`config.mk`:
```
export PLATFORM = sky130hd
export DESIGN_NAME = dram_strobe_decoder
export DESIGN_NICKNAME = d
export VERILOG_FILES = /design/src/rtl/dram_strobe_pkg.sv /design/src/rtl/dram_strobe_ctrl.sv /design/src/rtl/dram_strobe_dp.sv /design/src/rtl/dram_strobe_decoder.sv
export SDC_FILE = /design/constraint.sdc
export NUM_CORES = 1
export LEC_CHECK = 0
export BUFFER_PORTS_ARGS = -buffer_cell sky130_fd_sc_hd__buf_2
export CORE_ASPECT_RATIO = 1.4
export CORE_MARGIN = 10
export CORE_UTILIZATION = 56
export DETAILED_ROUTE_END_ITERATION = 10
export GPL_ROUTABILITY_DRIVEN = 1
export GPL_TIMING_DRIVEN = 1
export PLACE_DENSITY = 0.85
export SYNTH_ARGS = -nofsm -noshare
export SYNTH_HDL_FRONTEND = slang
export SYNTH_SLANG_ARGS = --single-unit
```
`constraint.sdc`:
```
create_clock -name clk -period 4.35 [get_ports clk]
set_input_delay 0.6525 -clock clk [delete_from_list [all_inputs] [get_ports clk]]
set_output_delay 0.6525 -clock clk [all_outputs]
set_load 0.1 [all_outputs]
```
`src/rtl/dram_strobe_pkg.sv`:
```
package dram_strobe_pkg;

  typedef enum logic [2:0] {
    CYC_IDLE  = 3'd0,
    CYC_READ  = 3'd1,
    CYC_WRITE = 3'd2,
    CYC_RMW   = 3'd3,
    CYC_RREF  = 3'd4,
    CYC_CREF  = 3'd5
  } cycKind_e;

  // Actions the control asks of the datapath on the coming edge
  typedef struct packed {
    logic loadRow;   // capture a row index
    logic useCnt;    // row comes from the refresh counter, which then steps
    logic loadCol;   // capture a column index
    logic clrData;   // drop the held read data
  } dpCtl_t;

endpackage

```
`src/rtl/dram_strobe_ctrl.sv`:
```
module dram_strobe_ctrl
  import dram_strobe_pkg::*;
(
  input  logic       clk,
  input  logic       rstN,
  input  logic       rasN,
  input  logic       casN,
  input  logic       weN,
  output dpCtl_t     ctl,
  output logic       arrRead,
  output logic       arrWrite,
  output logic       rowRefresh,
  output logic [2:0] cycType
);

  typedef enum logic [1:0] {ST_IDLE, ST_OPEN, ST_CBR} ctlState_e;

  ctlState_e state;
  logic rasQ, casQ, weQ;
  logic colSeen, colIsRead;

  logic rasFall, rasRise, casFall, weFall;
  logic cbrStart, rowOpen, colAcc, colRd, colWr, rmwHit, rasOnly, bothHigh;
  cycKind_e cycNext;

  always_comb begin
    rasFall  = rasQ & ~rasN;
    rasRise  = ~rasQ & rasN;
    casFall  = casQ & ~casN;
    weFall   = weQ & ~weN;
    bothHigh = rasN & casN;
    cbrStart = (state == ST_IDLE) & rasFall & ~casQ;
    rowOpen  = (state == ST_IDLE) & rasFall & casQ;
    colAcc   = (state == ST_OPEN) & ~rasN & casFall;
    colRd    = colAcc & weN;
    colWr    = colAcc & ~weN;
    rmwHit   = (state == ST_OPEN) & ~rasN & ~casN & ~casQ & weFall & colIsRead;
    rasOnly  = (state == ST_OPEN) & rasRise & ~colSeen;

    ctl.loadRow = rowOpen | cbrStart;
    ctl.useCnt  = cbrStart;
    ctl.loadCol = colAcc;
    ctl.clrData = bothHigh | colWr;

    if (cbrStart)      cycNext = CYC_CREF;
    else if (rasOnly)  cycNext = CYC_RREF;
    else if (rmwHit)   cycNext = CYC_RMW;
    else if (colWr)    cycNext = CYC_WRITE;
    else if (colRd)    cycNext = CYC_READ;
    else if (bothHigh) cycNext = CYC_IDLE;
    else               cycNext = cycKind_e'(cycType);
  end

  always_ff @(posedge clk or negedge rstN) begin
    if (!rstN) begin
      rasQ       <= 1'b1;
      casQ       <= 1'b1;
      weQ        <= 1'b1;
      state      <= ST_IDLE;
      colSeen    <= 1'b0;
      colIsRead  <= 1'b0;
      arrRead    <= 1'b0;
      arrWrite   <= 1'b0;
      rowRefresh <= 1'b0;
      cycType    <= 3'd0;
    end else begin
      rasQ       <= rasN;
      casQ       <= casN;
      weQ        <= weN;
      arrRead    <= colRd;
      arrWrite   <= colWr | rmwHit;
      rowRefresh <= cbrStart | rasOnly;
      cycType    <= cycNext;
      unique case (state)
        ST_IDLE: begin
          if (cbrStart) state <= ST_CBR;
          else if (rowOpen) begin
            state     <= ST_OPEN;
            colSeen   <= 1'b0;
            colIsRead <= 1'b0;
          end
        end
        ST_OPEN: begin
          if (rasRise) state <= ST_IDLE;
          if (colAcc) begin
            colSeen   <= 1'b1;
            colIsRead <= weN;
          end else if (rmwHit) begin
            colIsRead <= 1'b0;
          end
        end
        default: if (rasRise) state <= ST_IDLE;
      endcase
    end
  end

  assert_strobe_excl_R12: assert property (@(posedge clk) disable iff (!rstN)
    $onehot0({arrRead, arrWrite, rowRefresh}));

  assert_cbr_refresh_R8: assert property (@(posedge clk) disable iff (!rstN)
    cbrStart |=> (rowRefresh && cycType == 3'd5));

  assert_ras_only_R7: assert property (@(posedge clk) disable iff (!rstN)
    rasOnly |=> (rowRefresh && cycType == 3'd4));

  assert_rmw_write_R5: assert property (@(posedge clk) disable iff (!rstN)
    rmwHit |=> (arrWrite && cycType == 3'd3));

endmodule

```
`src/rtl/dram_strobe_dp.sv`:
```
module dram_strobe_dp
  import dram_strobe_pkg::*;
#(
  parameter int ROW_BITS  = 12,
  parameter int COL_BITS  = 10,
  parameter int DATA_BITS = 4,
  parameter int ADDR_BITS = 12
) (
  input  logic                 clk,
  input  logic                 rstN,
  input  dpCtl_t               ctl,
  input  logic [ADDR_BITS-1:0] addr,
  input  logic                 arrRead,
  input  logic [DATA_BITS-1:0] rdData,
  input  logic                 oeN,
  output logic [ROW_BITS-1:0]  rowIdx,
  output logic [COL_BITS-1:0]  colIdx,
  output logic [DATA_BITS-1:0] dq,
  output logic                 dqEn
);

  logic [ROW_BITS-1:0] refCnt;
  logic                holdQ;

  always_ff @(posedge clk or negedge rstN) begin
    if (!rstN) begin
      rowIdx <= '0;
      colIdx <= '0;
      refCnt <= '0;
      dq     <= '0;
      holdQ  <= 1'b0;
    end else begin
      if (ctl.loadRow) rowIdx <= ctl.useCnt ? refCnt : ROW_BITS'(addr);
      if (ctl.useCnt)  refCnt <= refCnt + 1'b1;
      if (ctl.loadCol) colIdx <= COL_BITS'(addr);
      if (arrRead) begin
        dq    <= rdData;
        holdQ <= 1'b1;
      end else if (ctl.clrData) begin
        holdQ <= 1'b0;
      end
    end
  end

  assign dqEn = holdQ & ~oeN;

  assert_cnt_step_R9: assert property (@(posedge clk) disable iff (!rstN)
    ctl.useCnt |=> (refCnt == $past(refCnt) + 1'b1));

  assert_cnt_hold_R9: assert property (@(posedge clk) disable iff (!rstN)
    !ctl.useCnt |=> $stable(refCnt));

  assert_edo_load_R10: assert property (@(posedge clk) disable iff (!rstN)
    arrRead |=> (holdQ && dq == $past(rdData)));

endmodule

```
`src/rtl/dram_strobe_decoder.sv`:
```
module dram_strobe_decoder
  import dram_strobe_pkg::*;
#(
  parameter int ROW_BITS  = 12,
  parameter int COL_BITS  = 10,
  parameter int DATA_BITS = 4,
  localparam int ADDR_BITS = (ROW_BITS > COL_BITS) ? ROW_BITS : COL_BITS
) (
  input  logic                 clk,
  input  logic                 rstN,
  input  logic                 rasN,
  input  logic                 casN,
  input  logic                 weN,
  input  logic                 oeN,
  input  logic [ADDR_BITS-1:0] addr,
  input  logic [DATA_BITS-1:0] rdData,
  output logic [ROW_BITS-1:0]  rowIdx,
  output logic [COL_BITS-1:0]  colIdx,
  output logic [2:0]           cycType,
  output logic                 arrRead,
  output logic                 arrWrite,
  output logic                 rowRefresh,
  output logic [DATA_BITS-1:0] dq,
  output logic                 dqEn
);

  dpCtl_t ctl;

  dram_strobe_ctrl u_ctrl (
    .clk        (clk),
    .rstN       (rstN),
    .rasN       (rasN),
    .casN       (casN),
    .weN        (weN),
    .ctl        (ctl),
    .arrRead    (arrRead),
    .arrWrite   (arrWrite),
    .rowRefresh (rowRefresh),
    .cycType    (cycType)
  );

  dram_strobe_dp #(
    .ROW_BITS  (ROW_BITS),
    .COL_BITS  (COL_BITS),
    .DATA_BITS (DATA_BITS),
    .ADDR_BITS (ADDR_BITS)
  ) u_dp (
    .clk     (clk),
    .rstN    (rstN),
    .ctl     (ctl),
    .addr    (addr),
    .arrRead (arrRead),
    .rdData  (rdData),
    .oeN     (oeN),
    .rowIdx  (rowIdx),
    .colIdx  (colIdx),
    .dq      (dq),
    .dqEn    (dqEn)
  );

  assert_dq_off_R10: assert property (@(posedge clk) disable iff (!rstN)
    (rasN && casN) |=> !dqEn);

endmodule

```
Word-level counts from Yosys, hierarchy flattened
Cells that the tools add are included.
W data, S select, Z words.
{"block": "word_totals", "output_inout_bits": 33, "in_bits": 22, "wordCells": 80, "ff_bits": 52}
{"block": "classes", "n_mux": 20, "addsub": 1, "n_reduce_logical": 8, "n_bitwise": 30, "n_eq_ne": 6}
{"cell": "$and A1 B1 Y1", "n": 19}
{"cell": "$mux W3", "n": 6}
{"cell": "$add A12 B1 Y12 const B", "n": 1}
{"cell": "$mux W12", "n": 1}
{"cell": "$mux W2", "n": 4}
{"cell": "$reduce_and A4 Y1", "n": 2}
{"cell": "$mux W1", "n": 7}
{"cell": "$not A1 Y1", "n": 7}
{"cell": "$ne A3 B1 Y1 const B", "n": 2}
{"cell": "$reduce_bool A2 Y1", "n": 3}
{"cell": "$reduce_bool A6 Y1", "n": 1}
{"cell": "$ne A2 B1 Y1 const B", "n": 2}
{"cell": "$or A1 B1 Y1", "n": 4}
{"cell": "$pmux W1 S2", "n": 2}
{"cell": "$eq A2 B1 Y1 const B", "n": 1}
{"cell": "$logic_not A2 Y1", "n": 1}
{"cell": "$ne A2 B2 Y1 const B", "n": 1}
{"cell": "$reduce_and A2 Y1", "n": 1}

Depth between registers and ports, before layout
Gate-level depths: netlist of run 1.
{"block": "logic_depth", "word_depth": 9, "ltp_mapped": 6, "mapped_depth_nobuf": 4}

Modules after synthesis
A second synthesis of run 1 with hierarchy kept.
{"block": "unflattened", "hier_cells": 182, "area_unflattened_um2": 2219.6}
{"module": "dram_strobe_dp", "cells_each": 129, "instances": 1, "area_each_um2": 1634.1, "seq_area_each_um2": 975.9}
{"module": "dram_strobe_ctrl", "cells_each": 53, "instances": 1, "area_each_um2": 585.6, "seq_area_each_um2": 329.1}

Worst setup path before layout of run 1
OpenSTA, ideal clock, no wires.
{"block": "synth_path", "path_kind": "input -> output", "from": "in oeN", "to": "out dqEn", "slack_ps": 1710, "n_path_buf": 0, "required_time_ps": 3697, "arrival_time_ps": 1988, "path_stages": 1, "path_cell_list": "nor2b_1"}
{"block": "synth_between", "elab_chain_len": 2}
{"item": "from (decl)", "line": "dram_strobe_decoder.sv:14", "text": "input logic oeN,"}
{"item": "$not A1 Y1", "line": "dram_strobe_dp.sv:45", "text": "assign dqEn = holdQ & ~oeN;"}
{"item": "$and A1 B1 Y1", "line": "dram_strobe_dp.sv:45"}
{"item": "to (decl)", "line": "dram_strobe_decoder.sv:24", "text": "output logic dqEn"}
Every way passes these cells.

Final worst setup path of run 1
{"block": "layout_path", "from": "reg u_ctrl.rasQ", "to": "reg u_ctrl.colIsRead"}
{"block": "layout_between", "elab_chain_len": 5, "word_cells_on_any_way": 7, "classes_between": "eq/ne (2); bitwise (4); reduce/logical (1)"}
{"item": "from (decl)", "line": "dram_strobe_ctrl.sv:19", "text": "logic rasQ, casQ, weQ;"}
{"item": "from (signal assigned)", "line": "dram_strobe_ctrl.sv:67", "text": "rasQ <= rasN;"}
{"item": "$and A1 B1 Y1 *", "line": "dram_strobe_ctrl.sv:27", "text": "rasFall = rasQ & ~rasN;"}
{"item": "$and A1 B1 Y1 *", "line": "dram_strobe_ctrl.sv:32, dram_strobe_ctrl.sv:33"}
{"item": "$and A1 B1 Y1 (on tied branches)", "line": "dram_strobe_ctrl.sv:32, dram_strobe_ctrl.sv:33"}
{"item": "$ne A2 B2 Y1 (no line) or $ne A2 B1 Y1 (tied branches)"}
{"item": "$reduce_and A4 Y1 (no line) *"}
{"item": "to (signal assigned)", "line": "dram_strobe_ctrl.sv:87", "text": "colIsRead <= weN;"}
{"item": "to (decl)", "line": "dram_strobe_ctrl.sv:20", "text": "logic colSeen, colIsRead;"}
Mark *: on every way between the ends. The rest lies on a longest branch, timed or not.
A chain may end at the register's enable or synchronous reset.

==> results.toml, run 1 <==
[run_status]
status = "complete, no violations"

[synth]
synth.area.mux_share_pct = 7.03
synthCells = 200
syn-cell-area_um2 = 2210
synth-simple-area-share_pct = 20.4
synth_compound_area_share_pct = 6.58
async_flop_share_pct = 100
synth_edf_count = 0
synth-xor-area-share_pct = 4.37
ys_ff_latch = 52
synth_top_flop_cell = "dfrtp_1"
synthDistinctLibCells = 39
synth_warnings = 0
synth_top_family_by_area = "simple AND/OR/NAND/NOR gates"
syn_nets = 223
synth_fa_ha_area_share_pct = 0.567
synth-seq-area-share_pct = 59.2
syn_area_per_cell_um2 = 11.0

[job]
drv_cap = 0

[finish]
final_core_util_pct = 69.0
area_delta_synth_final_pct = 17.1
most-common-layout-cells = "buf_2, dfrtp_1, nand2_1"
nets = 278
final_common_cell = "buf_2"
drive_above_1_share_pct = 31.3
antenna_cells = 0
design_area_um2 = 2580

[worst_setup_path]
path_cells = "or3b_2 > nor2_2 > nor2_1 > o22a_1"
critPathMaxFanout = 26
cpMaxStageDelayCell = "nor2_2"
cp_top_family = "simple AND/OR/NAND/NOR gates"
critPathMaxStageDelay_ns = 0.73
worst-path-buf-inv = 0
cp-end-kind = "register"
start_kind = "register"
crit_required_ns = 4.55
cp_data_arrival_time_ns = 2.34
setup.worst_path.class = "reg -> reg"

[min_path]
hp-class = "in -> async"

[place]
io_buffers = 54
pre_cts_slack_ns = 1.96
place.gp.congestion = 0.804
placed_cell_area_um2 = 2500
dp_hpwl_mm = 3.46

[floorplanning]
die_w_um = 73.0
die_y_um = 94.3
initial_core_util_pct = 59.0
core_um2 = 3740
ioPinCount = 55
num_rows = 26
dieArea_um2 = 6890

[detailed_routing]
drt_iter0_drc = 94
drc = 0
vias_per_cell = 5.48
vias = 1632
ant_nets = 0
wirelength_mm = 4.71
dr.pass1.iters = 4
wl_per_cell_um = 15.8

[timing]
period_minus_slack_ns = 2.13
hold_violations = 0
skew_ns = 0.00715
tns_ns = 0
fmax_mhz = 468
timing.final.ws_setup_ns = 2.22
drv_slew = 0
rsz0062_at_grt = "false"
fin_crit_sh_pct = 49.1
slew_headroom_pct = 36.6
worst_pin_slew_ns = 0.950
setup_viol = 0

[pwr]
leakage_uw = 0.00131
max-vdd-ir-drop_mv = 0.710
total_power_uw = 1880
power.density_nw_per_um2 = 729

[cts]
cts.sinks = 52
post_cts_resized = 0
cts_buffers = 5
root_buffer = "clkbuf_8"
clk_latency_ns = 0.30
clock_path_buffers = 2
cts.reportedPaths.clkPinSlew_ns = 0.09
cts_max_level = 2
tritoncts = "done"
postCtsSetupBuffers = 0
cts_hold_buf = 0

[global_route]
grt_max_degree = 53
antenna_found_initial = 0
grt_pass1_wl_mm = 7.85
grt_pass1_vias = 1676
grt_use_total_pct = 14.0
overflow = 0
## sequential cells by signal (all words and copies together) (netlist names), 2 cells and up
| signal | cells |
|---|---|
| u_ctrl.cycType | 3 |
| u_dp.colIdx | 10 |
| u_dp.dq | 4 |
| u_dp.refCnt | 12 |
| u_ctrl.state | 2 |
| u_dp.rowIdx | 12 |
## routing by layer
metal | vias up | routed length (um) | GRT usage, %
li1 | 786 | - | -
met1 | 793 | 1900 | 15.8
met2 | 48 | 2330 | 23.5
met3 | 5 | 412 | 5.29
met4 | 0 | 58 | 4.76
met5 | - | 0 | 0
## synthesized netlist by cell type (2+ instances only)
master / count / area (um2)
mux2_2: 4 / 45.0
xnor2_1: 8 / 70.1
nand4b_1: 2 / 17.5
nand4_1: 2 / 12.5
xor2_1: 3 / 26.3
nand2_1: 38 / 143
nor2b_1: 2 / 12.5
a31o_2: 2 / 17.5
mux2i_1: 11 / 110
a21oi_1: 17 / 85.1
clkbuf_1: 2 / 7.51
nor3_1: 4 / 20.0
nor2_1: 19 / 71.3
dfrtp_1: 49 / 1230
dfstp_2: 3 / 78.8
buf_2: 4 / 20.0
nand3_1: 8 / 40.0
## power breakdown
part           switching (uW)  internal, uW
sequential               84.0           599
combinational             789           145
clock                     154           113
total                    1030           856
## through the flow
step           cells  hold slack, ns
2_1_floorplan    200           0.357
3_3_place_gp     290           0.456
3_5_place_dp     290           0.457
4_1_cts          298           0.456
5_1_grt          298           0.448
6_report         298           0.448
## path summary, 6_finish.rpt
kind / from / endpoint / slack (ns) / cells past startpoint
min in group clk: casN / u_ctrl.casQ$_DFF_PN1_ / 0.46 / 1
max in group asynchronous: rstN / u_dp.refCnt[3]$_DFFE_PN0N_ / 3.48 / 2
hold / removal: rstN / u_ctrl.rowRefresh$_DFF_PN0_ / 0.45 / 2
setup reg to reg: u_ctrl.rasQ$_DFF_PN1_ / u_ctrl.colIsRead$_DFFE_PN0P_ / 2.22 / 4
hold reg to reg: u_dp.colIdx[1]$_DFFE_PN0N_ / u_dp.colIdx[1]$_DFFE_PN0N_ / 0.48 / 2
setup / recovery: u_ctrl.rasQ$_DFF_PN1_ / u_ctrl.colIsRead$_DFFE_PN0P_ / 2.22 / 4
## cell families after synthesis
kind of cell / after synthesis
fa+ha+maj: 1
buf+inv: 8
compound gates: 24
flops: 52
mux: 15
xor+xnor: 11
simple gates: 89
## final cells by class
class                      instances  area, um2
clock inverter                     2       12.5
inverter                           1       3.75
sequential                        52       1310
tap                               42       52.6
clock buffer                       6       72.6
multi-input combinational        140        858
fill                             294       1160
timing repair buffer              55        278
Power figures use the tool's default switching activity.
==> run 2, diff against run 1 <==
--- a/config.mk
+++ b/config.mk
@@ -8,11 +8,11 @@
 export BUFFER_PORTS_ARGS = -buffer_cell sky130_fd_sc_hd__buf_2
 export CORE_ASPECT_RATIO = 1.4
 export CORE_MARGIN = 10
-export CORE_UTILIZATION = 56
+export CORE_UTILIZATION = 52
 export DETAILED_ROUTE_END_ITERATION = 10
 export GPL_ROUTABILITY_DRIVEN = 1
 export GPL_TIMING_DRIVEN = 1
-export PLACE_DENSITY = 0.85
+export PLACE_DENSITY = 0.8
 export SYNTH_ARGS = -nofsm -noshare
 export SYNTH_HDL_FRONTEND = slang
 export SYNTH_SLANG_ARGS = --single-unit
==> constraint.sdc (replaced) <==
create_clock -name clk -period 2 [get_ports clk]
set_input_delay 0.3 -clock clk [delete_from_list [all_inputs] [get_ports clk]]
set_output_delay 0.3 -clock clk [all_outputs]
set_load 0.1 [all_outputs]
==> run 2 against run 1 <==
Power up 130%; sequential power up 120%; critical path depth unchanged; critical path type unchanged; largest power group unchanged; first-iteration DRC count up 53%; worst hold slack worse by 0.33 ns; die area up 5.8%; flip-flop and latch count unchanged; core utilization down 3.9 points; maximum frequency up 18%; combinational power up 120%.
==> results.toml, run 2 (same netlist as run 1, synthesis figures left out) <==
[finish]
design_area_um2 = 2710
nets = 286
drive_above_1_share_pct = 33.3
reg.largest.list = "u_dp.refCnt x12, u_dp.rowIdx x12, u_dp.colIdx x10"
antenna_cells = 0
final_common_cell = "buf_2"
area_delta_synth_final_pct = 23.0
most-common-layout-cells = "buf_2, dfrtp_1, nand2_1"

[place]
dp_hpwl_mm = 3.87
placed_cell_area_um2 = 2570
io_buffers = 54
place.gp.congestion = 0.815
pre_cts_slack_ns = 0.0701

[cts]
cts.sinks = 52
clock_path_buffers = 2
clk_latency_ns = 0.31
root_buffer = "clkbuf_8"
cts_buffers = 5
cts.reportedPaths.clkPinSlew_ns = 0.09
tritoncts = "done"
cts_max_level = 2

[detailed_routing]
dr.pass1.iters = 4
drc = 0
drt_iter0_drc = 144
vias = 1664
wl_per_cell_um = 16.2
ant_nets = 0
vias_per_cell = 5.39
wirelength_mm = 5.01

[pwr]
switching_share_pct = 51.3
p_int_uw = 2130
switchingPower_uw = 2250
leakage_uw = 0.00138
p_seq_share_pct = 33.9
p_clk_share_pct = 19.0
power.density_nw_per_um2 = 1610
max-vdd-ir-drop_mv = 0.906
comb_power_share_pct = 47.1

[worst_setup_path]
cp_data_arrival_time_ns = 2.00
crit_required_ns = 2.19
setup.worst_path.class = "reg -> reg"
path_cells = "or4b_4 > nor4_4 > nand3_1 > xnor2_1"
start_kind = "register"
critPathMaxStageDelay_ns = 0.58
cp-end-kind = "register"
r2r_setup_slack_ns = 0.19
critPathMaxFanout = 9
cpMaxStageDelayCell = "or4b_4"

[timing]
timing.final.ws_setup_ns = 0.193
worst_pin_slew_ns = 0.561
setup_viol = 0
fmax_mhz = 553
drv_slew = 0
fin_crit_sh_pct = 90.4
rsz0062_at_grt = "false"
skew_ns = 0.0128
period_minus_slack_ns = 1.81
tns_ns = 0
hold_violations = 0
slew_headroom_pct = 62.6

[floorplanning]
initial_core_util_pct = 52.9
core_um2 = 4170
dieArea_um2 = 7280
die_w_um = 75.0
ioPinCount = 55
die_y_um = 97.1
num_rows = 28

[global_route]
grt_pass1_vias = 1736
grt_max_degree = 29
antenna_found_initial = 0
overflow = 0
grt_pass1_wl_mm = 8.42
grt_use_total_pct = 14.6

[job]
drv_cap = 0

[run_status]
status = "complete, no violations"

[min_path]
hp-class = "in -> reg"
==> run 2: worst max-delay path, delay by kind of cell (launching register included) <==
family	cells	cell delay [ns]
DFF	1	0.48
and+or+nand+nor	3	1.08
xor gates and xnor gates	1	0.14
==> run 2: power by group through the flow <==
stage	clock, uW	combinational (uW)	sequential [uW]
after global placement	0	2050	1480
after CTS	844	2080	1490
after floorplan	0	318	2870
after detailed placement	0	2080	1500
after global routing	895	2160	1530
final	830	2060	1490
==> run 2: path summary, 6_finish.rpt <==
kind	from	to	cells after the start
max in group asynchronous	rstN	u_ctrl.rasQ$_DFF_PN1_	3
worst min register to register	u_dp.colIdx[5]$_DFFE_PN0N_	u_dp.colIdx[5]$_DFFE_PN0N_	2
worst min-delay path	casN	u_ctrl.casQ$_DFF_PN1_	1
worst max-delay path	u_ctrl.state[0]$_DFFE_PN0P_	u_dp.refCnt[11]$_DFFE_PN0N_	4
min in group asynchronous	rstN	u_dp.colIdx[0]$_DFFE_PN0N_	2
worst max register to register	u_ctrl.state[0]$_DFFE_PN0P_	u_dp.refCnt[11]$_DFFE_PN0N_	4
==> run 2: timing repair <==
item,4_1_cts,5_1_grt
hold endpoints to repair,24,0
hold buffers,1,0
gates resized for setup,0,1
setup endpoints to repair,0,1
buffers inserted,0,0
==> run 2: cell type report <==
cell class,instances,area (um2)
Fill cell,342,1460
Sequential cell,52,1310
Multi-Input combinational cell,140,863
Timing Repair Buffer,63,353
Clock buffer,6,72.6
Clock inverter,2,60.1
Tap cell,45,56.3
Inverter,1,3.75
==> run 2: routing by layer <==
| metal | GRT usage, % | vias up | share of wire, % |
|---|---|---|---|
| li1 | - | 803 | - |
| met1 | 18.0 | 804 | 42 |
| met2 | 23.8 | 52 | 50 |
| met3 | 4.09 | 5 | 7.2 |
| met4 | 3.95 | 0 | 1.1 |
| met5 | 0 | - | 0 |
==> run 2: per-stage QoR <==
stage / hold slack [ns] / std cells / power [uW] / util [%]
final: 0.117 / 309 / 4380 / 65.1
after global routing: 0.103 / 309 / 4580 / 65.1
after CTS: 0.109 / 309 / 4410 / 65.0
after detailed placement: 0.320 / 300 / 3590 / 61.6
after global placement: 0.322 / 300 / 3540 / 61.6
after floorplan: 0.00441 / 200 / 3190 / -
==> run 3, diff against run 2 <==
--- a/config.mk
+++ b/config.mk
@@ -5,14 +5,16 @@
 export SDC_FILE = /design/constraint.sdc
 export NUM_CORES = 1
 export LEC_CHECK = 0
+export ABC_AREA = 1
 export BUFFER_PORTS_ARGS = -buffer_cell sky130_fd_sc_hd__buf_2
 export CORE_ASPECT_RATIO = 1.4
 export CORE_MARGIN = 10
-export CORE_UTILIZATION = 52
+export CORE_UTILIZATION = 53
 export DETAILED_ROUTE_END_ITERATION = 10
 export GPL_ROUTABILITY_DRIVEN = 1
 export GPL_TIMING_DRIVEN = 1
-export PLACE_DENSITY = 0.8
+export PLACE_DENSITY = 0.81
+export REMOVE_ABC_BUFFERS = 1
 export SYNTH_ARGS = -nofsm -noshare
 export SYNTH_HDL_FRONTEND = slang
 export SYNTH_SLANG_ARGS = --single-unit
==> run 3 against run 2 <==
Via count is 18% higher; clock skew fell by 0.0054 ns; largest cell class unchanged; critical path type unchanged; clock power decreased by 31%; flip-flop and latch count unchanged; final area grew 4.5%; maximum frequency up 9.1%; worst hold slack worse by 0.0048 ns.
==> results.toml, run 3 <==
[cts]
clock_path_buffers = 2
cts_buffers = 5
tritoncts = "done"
cts_max_level = 2
cts_hold_buf = 1
root_buffer = "clkbuf_8"
postCtsSetupBuffers = 0
cts.sinks = 52
post_cts_resized = 0
clk_latency_ns = 0.31
cts.reportedPaths.clkPinSlew_ns = 0.09

[detailed_routing]
ant_nets = 0
wirelength_mm = 5.39
vias_per_cell = 4.83
wl_per_cell_um = 13.3
vias = 1967
drt_iter0_drc = 100
drc = 0
dr.pass1.iters = 4

[global_route]
overflow = 0
grt_pass1_vias = 1969
grt_max_degree = 31
antenna_found_initial = 0
grt_use_total_pct = 14.6
grt_pass1_wl_mm = 9.18

[worst_setup_path]
cp_top_family = "flip-flops"
cp_data_arrival_time_ns = 1.84
start_kind = "register"
path_cells = "inv_1 > nor2_2 > nand3_2 > inv_1 > nand2_1 > o21ai_0 > nand2_1"
critPathMaxStageDelay_ns = 0.54
worst-path-buf-inv = 2
cpMaxStageDelayCell = "dfstp_2"
crit_required_ns = 2.19
setup.worst_path.class = "reg -> reg"
cp-end-kind = "register"
critPathMaxFanout = 7

[synth]
synth_top_flop_cell = "dfrtp_1"
synth_edf_count = 0
ys_ff_latch = 52
synth_warnings = 0
yosys.area.top_type = "dfrtp_1"
yosysMostFrequentCell = "nand2_1"
syn-cell-area_um2 = 2410
synth-seq-area-share_pct = 54.1
yosys-top-cells-area = "dfrtp_1, nand2_1, inv_1"
async_flop_share_pct = 100
synth_top_area_share_pct = 50.8
synth_common_cells = "nand2_1, dfrtp_1, inv_1"
synthCells = 285
syn_area_per_cell_um2 = 8.46
synthDistinctLibCells = 26

[pwr]
power.density_nw_per_um2 = 1590
total_power_uw = 4520
leakage_uw = 0.00156
max-vdd-ir-drop_mv = 1.15

[floorplanning]
dieArea_um2 = 7690
die_w_um = 77.0
num_rows = 29
initial_core_util_pct = 54.1
core_um2 = 4460
ioPinCount = 55
die_y_um = 99.8

[place]
pre_cts_slack_ns = 0.387
io_buffers = 54
place.gp.congestion = 0.907
dp_hpwl_mm = 4.24

[run_status]
status = "complete, no violations"

[timing]
skew_ns = 0.00736
rsz0062_at_grt = "false"
timing.final.ws_setup_ns = 0.343
slew_headroom_pct = 66.0
fin_crit_sh_pct = 82.8
worst_pin_slew_ns = 0.509
drv_slew = 0
period_minus_slack_ns = 1.66
hold_violations = 0
fmax_mhz = 604
setup_viol = 0
tns_ns = 0

[finish]
multiInputGateArea_um2 = 926
drive_above_1_share_pct = 24.9
nets = 367
final_common_cell = "nand2_1"
antenna_cells = 0
num-fill-cells = 387
reg.largest.list = "u_dp.refCnt x12, u_dp.rowIdx x12, u_dp.colIdx x10"
area.sequential_um2 = 1310
area_delta_synth_final_pct = 17.6
most-common-layout-cells = "nand2_1, buf_2, dfrtp_1"

[job]
drv_cap = 0

[min_path]
hp-class = "in -> reg"
-- run 3: final cells by class --
cell class                 count  area share [%]
clock inverter                 1           0.176
inverter                      33            4.37
clock buffer                   7            2.69
tap                           62            2.73
timing repair buffer          59            11.4
multi-input combinational    193            32.6
sequential                    52            46.0
-- run 3: where the power goes --
part           switching (uW)  internal, uW  total [uW]
combinational            2060           368        2430
sequential                179          1340        1520
clock                     323           246         569
total                    2560          1960        4520
-- run 3: cell families after synthesis --
| group | synth area share (%) |
|---|---|
| compound gates | 6.69 |
| buf+inv | 7.52 |
| simple gates | 29.4 |
| flops | 54.1 |
| xor+xnor | 1.82 |
| fa+ha+maj | 0.519 |
-- run 3: metal layers --
layer / global-route usage, % / vias to the layer above / routed length, um
li1: - / 997 / -
met1: 15.6 / 920 / 2160
met2: 25.5 / 42 / 2800
met3: 4.47 / 8 / 314
met4: 7.04 / 0 / 118
met5: 0 / - / 0
-- run 3: path summary, 6_finish.rpt --
check | slack [ns] | cells after the start | end | from
worst min register to register | 0.48 | 2 | u_dp.dq[1]$_DFFE_PN0P_ | u_dp.dq[1]$_DFFE_PN0P_
worst min-delay path | 0.11 | 1 | u_ctrl.casQ$_DFF_PN1_ | casN
worst max register to register | 0.34 | 7 | u_dp.refCnt[6]$_DFFE_PN0N_ | u_ctrl.rasQ$_DFF_PN1_
worst max-delay path | 0.34 | 7 | u_dp.refCnt[6]$_DFFE_PN0N_ | u_ctrl.rasQ$_DFF_PN1_
min in group asynchronous | 0.49 | 2 | u_dp.colIdx[6]$_DFFE_PN0N_ | rstN
max in group asynchronous | 0.90 | 3 | u_ctrl.rasQ$_DFF_PN1_ | rstN
-- run 3: stage by stage --
| stage | instance area [um2] | hold WS [ns] | util (%) | instances |
|---|---|---|---|---|
| after global routing | 2840 | 0.107 | 63.6 | 407 |
| after global placement | 2750 | 0.296 | 61.5 | 398 |
| final | 2840 | 0.112 | 63.6 | 407 |
| after floorplan | 2350 | 0.00441 | - | 278 |
| after CTS | 2840 | 0.109 | 63.6 | 407 |
| after detailed placement | 2750 | 0.301 | 61.5 | 398 |
